File: src/rtl/wdog_pkg.sv
// Package: shared types and helpers for the windowed watchdog.
// Assumes three timeout entries per clock source, indexed by select-1.
package wdog_pkg;
    typedef int unsigned exp_tab_t [3];

    typedef struct packed {
        logic [1:0] sel;
        logic       src_bus;
        logic       win;
    } wdog_cfg_t;

    // Largest exponent in a table
    function automatic int unsigned tab_max(exp_tab_t t);
        int unsigned m = 0;
        for (int i = 0; i < 3; i++) if (t[i] > m) m = t[i];
        return m;
    endfunction
endpackage

File: src/rtl/wdog_cfg.sv
// Write-once configuration holder. The select is writable at any time.
// Source and window load only on the first write after reset.
// Assumes writes are single-cycle strobes in the bus-clock domain.
module wdog_cfg
    import wdog_pkg::*;
#(
    parameter logic [1:0] SEL_RST = 2'b11
) (
    input  logic      clk,
    input  logic      rst_n,
    input  logic      wr_en,
    input  wdog_cfg_t wr_cfg,
    output wdog_cfg_t cfg_q,
    output logic      lock_q
);
    // Load fields and set the lock on the first write
    always_ff @(posedge clk) begin
        if (!rst_n) begin
            cfg_q.sel     <= SEL_RST;
            cfg_q.src_bus <= 1'b0;
            cfg_q.win     <= 1'b0;
            lock_q        <= 1'b0;
        end else if (wr_en) begin
            cfg_q.sel <= wr_cfg.sel;
            if (!lock_q) begin
                cfg_q.src_bus <= wr_cfg.src_bus;
                cfg_q.win     <= wr_cfg.win;
                lock_q        <= 1'b1;
            end
        end
    end
endmodule

File: src/rtl/wdog_limits.sv
// Turns the configuration into a terminal count and a window-open count.
// Assumes every exponent is at least 2 and no larger than CNT_W.
module wdog_limits
    import wdog_pkg::*;
#(
    parameter exp_tab_t SLOW_EXP = '{5, 8, 10},
    parameter exp_tab_t BUS_EXP  = '{13, 16, 18},
    parameter int unsigned CNT_W = 18
) (
    input  wdog_cfg_t        cfg,
    output logic             enable,
    output logic             win_act,
    output logic [CNT_W-1:0] term,
    output logic [CNT_W-1:0] open_cnt
);
    logic [CNT_W-1:0] slow_term [3];
    logic [CNT_W-1:0] bus_term  [3];
    logic [CNT_W-1:0] bus_open  [3];

    // Build one table entry per select value
    for (genvar g = 0; g < 3; g++) begin : g_tab
        localparam longint unsigned SLEN = 64'd1 << SLOW_EXP[g];
        localparam longint unsigned BLEN = 64'd1 << BUS_EXP[g];
        assign slow_term[g] = CNT_W'(SLEN - 64'd1);
        assign bus_term[g]  = CNT_W'(BLEN - 64'd1);
        assign bus_open[g]  = CNT_W'(BLEN - BLEN / 64'd4);
    end

    // Pick the entry for the current select and source
    always_comb begin
        enable   = 1'b1;
        term     = '0;
        open_cnt = '0;
        case (cfg.sel)
            2'd1: begin
                term     = cfg.src_bus ? bus_term[0] : slow_term[0];
                open_cnt = bus_open[0];
            end
            2'd2: begin
                term     = cfg.src_bus ? bus_term[1] : slow_term[1];
                open_cnt = bus_open[1];
            end
            2'd3: begin
                term     = cfg.src_bus ? bus_term[2] : slow_term[2];
                open_cnt = bus_open[2];
            end
            default: enable = 1'b0;
        endcase
        win_act = enable && cfg.src_bus && cfg.win;
    end
endmodule

File: src/rtl/wdog_counter.sv
// Timeout counter with service and window checking. Produces a registered
// one-cycle request. Assumes term and open_cnt are steady while enabled.
module wdog_counter #(
    parameter int unsigned CNT_W = 18
) (
    input  logic             clk,
    input  logic             rst_n,
    input  logic             enable,
    input  logic             src_bus,
    input  logic             tick_en,
    input  logic             svc,
    input  logic             load,
    input  logic             win_act,
    input  logic [CNT_W-1:0] term,
    input  logic [CNT_W-1:0] open_cnt,
    output logic [CNT_W-1:0] cnt_q,
    output logic             fire_q
);
    logic [CNT_W-1:0] cnt_d;
    logic             fire_d;
    logic             adv;

    // Next count and request decision
    always_comb begin
        adv    = src_bus || tick_en;
        cnt_d  = cnt_q;
        fire_d = 1'b0;
        if (!enable || load) begin
            cnt_d = '0;
        end else if (svc) begin
            cnt_d  = '0;
            fire_d = win_act && (cnt_q < open_cnt);
        end else if (adv) begin
            if (cnt_q == term) begin
                cnt_d  = '0;
                fire_d = 1'b1;
            end else begin
                cnt_d = cnt_q + 1'b1;
            end
        end
    end

    // Hold the count and the request
    always_ff @(posedge clk) begin
        if (!rst_n) begin
            cnt_q  <= '0;
            fire_q <= 1'b0;
        end else begin
            cnt_q  <= cnt_d;
            fire_q <= fire_d;
        end
    end
endmodule

File: src/rtl/wdog_top.sv
// Windowed watchdog top: config holder, limit decode and counter.
// Assumes tick_en is already synchronous to clk and one cycle wide.
module wdog_top
    import wdog_pkg::*;
#(
    parameter exp_tab_t SLOW_EXP = '{5, 8, 10},
    parameter exp_tab_t BUS_EXP  = '{13, 16, 18},
    parameter logic [1:0] SEL_RST = 2'b11
) (
    input  logic       clk,
    input  logic       rst_n,
    input  logic       tick_en,
    input  logic       cfg_we,
    input  logic [1:0] cfg_sel,
    input  logic       cfg_src_bus,
    input  logic       cfg_win,
    input  logic       svc,
    output logic       rst_req
);
    localparam int unsigned SMAX  = tab_max(SLOW_EXP);
    localparam int unsigned BMAX  = tab_max(BUS_EXP);
    localparam int unsigned CNT_W = (SMAX > BMAX) ? SMAX : BMAX;

    wdog_cfg_t        wr_cfg;
    wdog_cfg_t        cfg_q;
    logic             lock_q;
    logic             enable;
    logic             win_act;
    logic [CNT_W-1:0] term;
    logic [CNT_W-1:0] open_cnt;
    logic [CNT_W-1:0] cnt_q;
    logic [1:0]       sel_q;
    logic             src_q;
    logic             win_q;

    // Gather write fields into one word
    always_comb begin
        wr_cfg.sel     = cfg_sel;
        wr_cfg.src_bus = cfg_src_bus;
        wr_cfg.win     = cfg_win;
    end

    assign sel_q = cfg_q.sel;
    assign src_q = cfg_q.src_bus;
    assign win_q = cfg_q.win;

    wdog_cfg #(.SEL_RST(SEL_RST)) cfg_i (
        .clk(clk), .rst_n(rst_n), .wr_en(cfg_we), .wr_cfg(wr_cfg),
        .cfg_q(cfg_q), .lock_q(lock_q)
    );

    wdog_limits #(.SLOW_EXP(SLOW_EXP), .BUS_EXP(BUS_EXP), .CNT_W(CNT_W)) lim_i (
        .cfg(cfg_q), .enable(enable), .win_act(win_act),
        .term(term), .open_cnt(open_cnt)
    );

    wdog_counter #(.CNT_W(CNT_W)) cnt_i (
        .clk(clk), .rst_n(rst_n), .enable(enable), .src_bus(src_q),
        .tick_en(tick_en), .svc(svc), .load(cfg_we), .win_act(win_act),
        .term(term), .open_cnt(open_cnt), .cnt_q(cnt_q), .fire_q(rst_req)
    );
endmodule

File: config.mk
export PLATFORM = sky130hd
export DESIGN_NAME = wdog_top
export DESIGN_NICKNAME = d
export VERILOG_FILES = /design/src/rtl/wdog_pkg.sv /design/src/rtl/wdog_cfg.sv /design/src/rtl/wdog_limits.sv /design/src/rtl/wdog_counter.sv /design/src/rtl/wdog_top.sv
export SDC_FILE = /design/constraint.sdc
export NUM_CORES = 1
export LEC_CHECK = 0
export BUFFER_PORTS_ARGS = -buffer_cell sky130_fd_sc_hd__buf_2
export CAP_MARGIN = 5
export CORE_MARGIN = 2
export CORE_UTILIZATION = 55
export DETAILED_ROUTE_END_ITERATION = 8
export PLACE_DENSITY = 0.83
export RECOVER_POWER = 25
export SETUP_SLACK_MARGIN = 0.15
export SLEW_MARGIN = 5
export SYNTH_ARGS = -nofsm -noshare
export SYNTH_HDL_FRONTEND = slang
export SYNTH_SLANG_ARGS = --single-unit
File: constraint.sdc
create_clock -name clk -period 2 [get_ports clk]
set_input_delay 0.5 -clock clk [delete_from_list [all_inputs] [get_ports clk]]
set_output_delay 0.5 -clock clk [all_outputs]
set_load 0.05 [all_outputs]
==> flow_metrics.py, run 1 <==
metrics = {
    "sta": {
        "min_period_ps": 1890,
        "worst_pin_slew_ps": 586,
        "post-route-period-util_pct": 94.6,
        "finalHoldViolations": 0,
        "slew_headroom_pct": 61.1,
        "drv_slew": 0,
        "clock_skew_ps": 1.09,
        "tns_ps": 0,
        "setup_violations": 0,
        "fmax_ghz": 0.528,
        "rsz0062_at_grt": "yes",
        "fin_worst_hold_slack_ps": 370,
    },
    "final_layout": {
        "layout-drive-gt1-share_pct": 29.5,
        "antenna_cells": 0,
        "multi_input_comb_area_um2": 876,
        "fillCellCount": 171,
        "area.growth.synth_to_final_pct": 22.0,
        "regArea_um2": 495,
        "final_cells": 204,
        "fin_nets": 192,
    },
    "synth": {
        "ys_warn_count": 0,
        "syn_area_um2": 1350,
        "synth_top_flop_cell": "dfxtp_1",
        "ys_seq_elements": 24,
        "synth-async-reset-ratio_pct": 0,
        "synthDominantCellAreaShare_pct": 35.7,
        "syn-instance-count": 151,
        "synth_edf_count": 0,
        "ys_types": 37,
        "synth.area.top_cells": "dfxtp_1 (36%), xor2_1 (7.1%), nor2_1 (6.1%), ha_1 (5.6%), mux2i_1 (4.5%)",
        "synth.largest_area_cell": "dfxtp_1",
        "syn_nets": 166,
        "avgSynthCellArea_um2": 8.92,
        "seq_area_frac_synth_pct": 35.7,
    },
    "die": {
        "die_h_um": 53.5,
        "die_area_um2": 2860,
        "coreArea_um2": 2250,
        "start_util_pct": 59.8,
        "ioPinCount": 10,
        "die_x_um": 53.5,
        "rows": 17,
    },
    "critical_path": {
        "cp_slowest_stage_delay_ps": 530,
        "reg2reg_slack_ps": 110,
        "startpoint": "cfg_i.cfg_q[3]$_SDFFE_PN1P_",
        "crit_required_ps": 2230,
        "crit_path_end_kind": "flop",
        "critPathTopFamily": "compound AO/OA/AOI/OAI gates",
        "worstPathMaxFanout": 6,
        "slowest_stage": "or4_4",
        "crit_type": "flop to flop",
        "arrival_ps": 2130,
        "reg2regPathDepth": 6,
        "r2r-start": "cfg_i.cfg_q[3]$_SDFFE_PN1P_",
        "critPathBufInv": 1,
        "worst_setup_path_start_kind": "flop",
        "r2r-end": "cnt_i.cnt_q[4]$_SDFFE_PP0P_",
        "path_cells": "a2111oi_4 -> a31oi_1 -> or4_4 -> o21bai_4 -> buf_6 -> nor2_1",
    },
    "routing": {
        "drt_iter0_drc": 57,
        "drt_first_pass_iters": 4,
        "wl_um": 3440,
        "wl_per_cell_um": 16.8,
        "vias_per_cell": 6.00,
        "drtAntennaViolNets": 0,
        "drc": 0,
        "via_count": 1223,
    },
    "clock_tree": {
        "insertion_delay_ps": 330,
        "clockRootBuffer": "clkbuf_4",
        "cts.path.max_buffers": 2,
        "cts_sinks": 24,
        "numCtsBuffers": 3,
        "clk_pin_slew_ps": 120,
        "cts_tree": "built",
        "htreeDepth": 1,
    },
    "power_and_ir_drop": {
        "power_density_nw_per_um2": 517,
        "fin_total_pwr_mw": 0.851,
        "peakVddDrop_v": 0.000437,
        "leakagePower_nw": 0.609,
    },
    "global_routing": {
        "use_met1_pct": 25.5,
        "grtUsageMet2_pct": 40.7,
        "grt_pass1_wl_um": 4830,
        "antenna_found_initial": 0,
        "grt_pass1_vias": 1113,
        "use_met3_pct": 6.78,
        "grt_max_degree": 14,
        "busiest_layer": "met2",
        "grt_use_total_pct": 24.3,
        "grt_overflow": 0,
    },
    "hold_path": {
        "min_path_type": "input port to flop",
        "min_delay_path_depth": 2,
        "min_to": "cfg_i.cfg_q[2]$_SDFFE_PN1P_",
        "hp-start": "rst_n",
    },
    "run_status": {
        "status": "finished, final reports clean",
    },
    "place": {
        "routabilityCongestion": 0.859,
        "hpwl_um": 2150,
        "dp.cells": 188,
        "io_buffers": 9,
    },
    "flow_run": {
        "max_cap_violations": 0,
    },
}
-- per-layer routing --
metal	up-vias	routed length [um]
met5	-	0
met3	15	195
met1	575	1410
li1	588	-
met2	45	1650
met4	0	176
-- worst max path at each step --
stage                              endpoint  cells past startpoint
2_1_floorplan  cnt_i.cnt_q[13]$_SDFFE_PP0P_                      7
5_1_grt         cnt_i.cnt_q[4]$_SDFFE_PP0P_                      6
6_report        cnt_i.cnt_q[4]$_SDFFE_PP0P_                      6
4_1_cts             cnt_i.fire_q$_SDFF_PP0_                      5
3_5_place_dp    cnt_i.cnt_q[5]$_SDFFE_PP0P_                      6
3_3_place_gp        cnt_i.fire_q$_SDFF_PP0_                      6
-- power by group --
part / switching [mW] / internal [mW] / total [mW]
Clock: 0.148 / 0.112 / 0.260
Sequential: 0.0116 / 0.483 / 0.495
Combinational: 0.0474 / 0.0481 / 0.0955
-- area by class of cell --
cell class	count	area share, %
inverter	2	0.457
clock buffer	4	2.21
timing repair buffer	28	11.8
sequential	24	30.1
tap	28	2.13
multi-input combinational	118	53.3
-- worst reg2reg max path, cell delays in order, from the launching register on --
cell       delay [ps]
dfxtp_1           400
a2111oi_4         400
a31oi_1            80
or4_4             530
o21bai_4          190
buf_6             150
nor2_1             50
-- cells in the mapped netlist, types with 3 or more instances --
library cell and n:
a31oi_1 3, buf_4 3, buf_6 4, dfxtp_1 24, ha_1 6, mux2i_1 6
nand2_1 11, nand3_1 5, nand4_1 6, nor2_1 22, nor2b_1 3, nor3_1 4
o21a_1 3, o21ai_0 5, xnor2_1 6, xor2_1 11
-- kinds of logic after synthesis --
family / synth area share (%)
adders and majority gates: 5.57
muxes: 4.46
DFF: 35.7
xor gates and xnor gates: 11.0
AOI/OAI and AO/OA: 12.5
buffers and inverters: 5.57
and+or+nand+nor: 25.2
-- flip-flops by register name, indices dropped and copies added, names as in the netlist --
| signal | cells |
|---|---|
| cnt_i.cnt_q | 18 |
| cfg_i.cfg_q | 4 |
| cfg_i.lock_q | 1 |
| cnt_i.fire_q | 1 |
-- stage by stage --
stage | area (um^2) | util (%) | setup WS (ps)
2_1_floorplan | 1350 | - | 222
6_report | 1640 | 72.9 | 107
4_1_cts | 1510 | 67.0 | 153
3_5_place_dp | 1410 | 62.7 | -15.4
5_1_grt | 1640 | 72.9 | 29.6
3_3_place_gp | 1410 | 62.7 | 102
-- repair_timing --
action,4_1_cts,5_1_grt
buffers inserted,2,10
endpoints found under the setup margin,12,12
resized for setup,12,16
hold buffers,0,0
pin swaps,2,4
cloned,0,0
-- cells in the final DEF (no fill, tap or decap), drive strengths merged, types with 3 or more instances in the layout --
| cell type | instances |
|---|---|
| a31oi | 3 |
| buf | 27 |
| clkbuf | 5 |
| dfxtp | 24 |
| ha | 6 |
| mux2i | 6 |
| nand2 | 11 |
| nand3 | 5 |
| nand4 | 6 |
| nor2 | 22 |
| nor2b | 3 |
| nor3 | 4 |
| o21a | 3 |
| o21ai | 5 |
| xnor2 | 6 |
| xor2 | 11 |
Note: power is estimated with default switching activity, not from simulation.
==> inputs of run 2 (changes only) <==
--- a/config.mk
+++ b/config.mk
@@ -6,9 +6,9 @@
 export NUM_CORES = 1
 export LEC_CHECK = 0
 export BUFFER_PORTS_ARGS = -buffer_cell sky130_fd_sc_hd__buf_2
-export CAP_MARGIN = 5
 export CORE_MARGIN = 2
 export CORE_UTILIZATION = 55
+export CTS_BUF_LIST = sky130_fd_sc_hd__clkbuf_8 sky130_fd_sc_hd__clkbuf_16
 export DETAILED_ROUTE_END_ITERATION = 8
 export PLACE_DENSITY = 0.83
 export RECOVER_POWER = 25
==> run 2 against run 1 <==
Compared with the run above:
- maximum frequency is 0.31% higher
- die area stayed put
- utilization is 2.6 points lower
- design area is 3.5% lower
- non-clock buffer count is 7 lower
- clock skew is 1.5 ps higher
- critical path type unchanged
- largest cell class unchanged
==> flow_metrics.py, run 2 (synthesized netlist as in run 1, its figures left out) <==
metrics = {
    "routing": {
        "drc": 0,
        "met1_length_um": 1330,
        "routed.top_layer": "met4",
        "via_count": 1207,
        "wl_per_cell_um": 16.7,
        "drt_iter0_drc": 56,
        "met3WireLength_um": 257,
        "wl_um": 3290,
        "drtAntennaViolNets": 0,
        "vias_per_cell": 6.13,
        "dr_wl_met2_um": 1570,
        "drt_first_pass_iters": 4,
    },
    "place": {
        "post_dp_cell_area_um2": 1410,
        "dp_worst_setup_slack_ps": -15.4,
        "io_buffers": 9,
        "hpwl_um": 2150,
        "routabilityCongestion": 0.859,
    },
    "hold_path": {
        "hp-start": "rst_n",
        "min_path_type": "input port to flop",
    },
    "critical_path": {
        "crit_required_ps": 2170,
        "r2r-start": "cnt_i.cnt_q[12]$_SDFFE_PP0P_",
        "cp_slowest_stage_delay_ps": 470,
        "slowest_stage": "or4_4",
        "worst_setup_path_start_kind": "flop",
        "crit_path_end_kind": "flop",
        "startpoint": "cnt_i.cnt_q[12]$_SDFFE_PP0P_",
        "r2r-end": "cnt_i.cnt_q[5]$_SDFFE_PP0P_",
        "crit_type": "flop to flop",
        "arrival_ps": 2050,
        "worstPathMaxFanout": 10,
        "path_cells": "a2111oi_4 -> a31oi_1 -> or4_4 -> o21bai_4 -> buf_4 -> nor2_1",
        "reg2regPathDepth": 6,
        "reg2reg_slack_ps": 110,
        "critPathCapture": "cnt_i.cnt_q[5]$_SDFFE_PP0P_",
    },
    "sta": {
        "fin_worst_hold_slack_ps": 437,
        "fin_ws_ps": 113,
        "post-route-period-util_pct": 94.3,
        "tns_ps": 0,
        "rsz0062_at_grt": "yes",
        "min_period_ps": 1890,
        "drv_slew": 0,
        "setup_violations": 0,
        "slew_headroom_pct": 61.1,
        "fmax_ghz": 0.530,
        "clock_skew_ps": 2.61,
        "worst_pin_slew_ps": 586,
        "finalHoldViolations": 0,
    },
    "clock_tree": {
        "clockRootBuffer": "clkbuf_8",
        "clk_pin_slew_ps": 80,
        "htreeDepth": 1,
        "cts_tree": "built",
        "insertion_delay_ps": 270,
        "cts_sinks": 24,
        "cts.path.max_buffers": 2,
        "cts_hold_buf": 0,
        "numCtsBuffers": 3,
    },
    "run_status": {
        "status": "finished, final reports clean",
    },
    "final_layout": {
        "largest_register_ff_count": 18,
        "regArea_um2": 494,
        "multi_input_comb_area_um2": 862,
        "final_area_um2": 1590,
        "fin_nets": 185,
        "layout_common_cells": "nor2_1 (22), dfxtp_1 (17), buf_4 (12), nand2_1 (11), xor2_1 (11)",
        "layout-drive-gt1-share_pct": 24.3,
        "fillCellCount": 173,
        "final_core_util_pct": 70.4,
        "max_flop_register": "cnt_i.cnt_q",
        "area.growth.synth_to_final_pct": 17.7,
        "layout_commonest_cell": "nor2_1",
        "antenna_cells": 0,
        "top_regs": "cnt_i.cnt_q: 18 flops, cfg_i.cfg_q: 4 flops",
    },
    "global_routing": {
        "grt_max_degree": 14,
        "grt_overflow": 0,
        "grt_pass1_wl_um": 5090,
        "antenna_found_initial": 0,
        "grt_pass1_vias": 1111,
        "grt_use_total_pct": 25.3,
    },
    "die": {
        "rows": 17,
        "die_h_um": 53.5,
        "die_x_um": 53.5,
        "coreArea_um2": 2250,
        "start_util_pct": 59.8,
        "ioPinCount": 10,
        "die_area_um2": 2860,
    },
    "power_and_ir_drop": {
        "power_density_nw_per_um2": 577,
        "peakVddDrop_v": 0.000367,
        "leakagePower_nw": 0.562,
    },
    "flow_run": {
        "max_cap_violations": 0,
    },
}
[run 2: worst min-delay path by stage]
| stage | endpoint | slack, ps | cells past startpoint |
|---|---|---|---|
| after detailed placement | cfg_i.lock_q$_SDFFE_PN0P_ | 460 | 1 |
| final | cfg_i.cfg_q[3]$_SDFFE_PN1P_ | 440 | 2 |
| after global placement | cfg_i.lock_q$_SDFFE_PN0P_ | 440 | 1 |
| after CTS | cfg_i.cfg_q[3]$_SDFFE_PN1P_ | 440 | 2 |
| after floorplan | cfg_i.lock_q$_SDFFE_PN0P_ | 430 | 1 |
| after global routing | cfg_i.cfg_q[2]$_SDFFE_PN1P_ | 440 | 2 |
[run 2: stage by stage]
stage | power (mW) | cells
after global placement | 0.576 | 188
after global routing | 0.946 | 197
after CTS | 0.908 | 192
final | 0.915 | 197
after floorplan | 0.559 | 151
after detailed placement | 0.580 | 188
[run 2: worst max-delay path: cells and delay by family (launching register included)]
kind | cells | cell delay (ps)
buffers and inverters | 1 | 160
AND/OR/NAND/NOR | 2 | 520
AO/OA/AOI/OAI | 3 | 680
flip-flops | 1 | 410
[run 2: layer usage]
layer  up-vias  global-route usage (%)
met5         -                       0
met4         0                    15.4
met3        14                    4.52
met2        69                    43.0
met1       551                    29.2
li1        573                       -
[run 2: repair_timing]
action                     in CTS  in global routing
setup endpoints to repair      12                 12
pin swaps                       2                  2
buffers inserted                0                  5
resized for setup              13                  9
[run 2: report_power, final]
group	switching, mW	internal [mW]	leakage (nW)
Clock	0.155	0.176	0.0288
Sequential	0.0122	0.483	0.198
Combinational	0.0450	0.0441	0.336
Total	0.212	0.703	0.562
[run 2: layout make-up]
cell class              instances  area share [%]
clock buffers                   4            3.47
well taps                      28            2.21
multi-input cells             118            54.3
flip-flops and latches         24            31.2
repair buffers                 21            8.36
inverters                       2           0.473
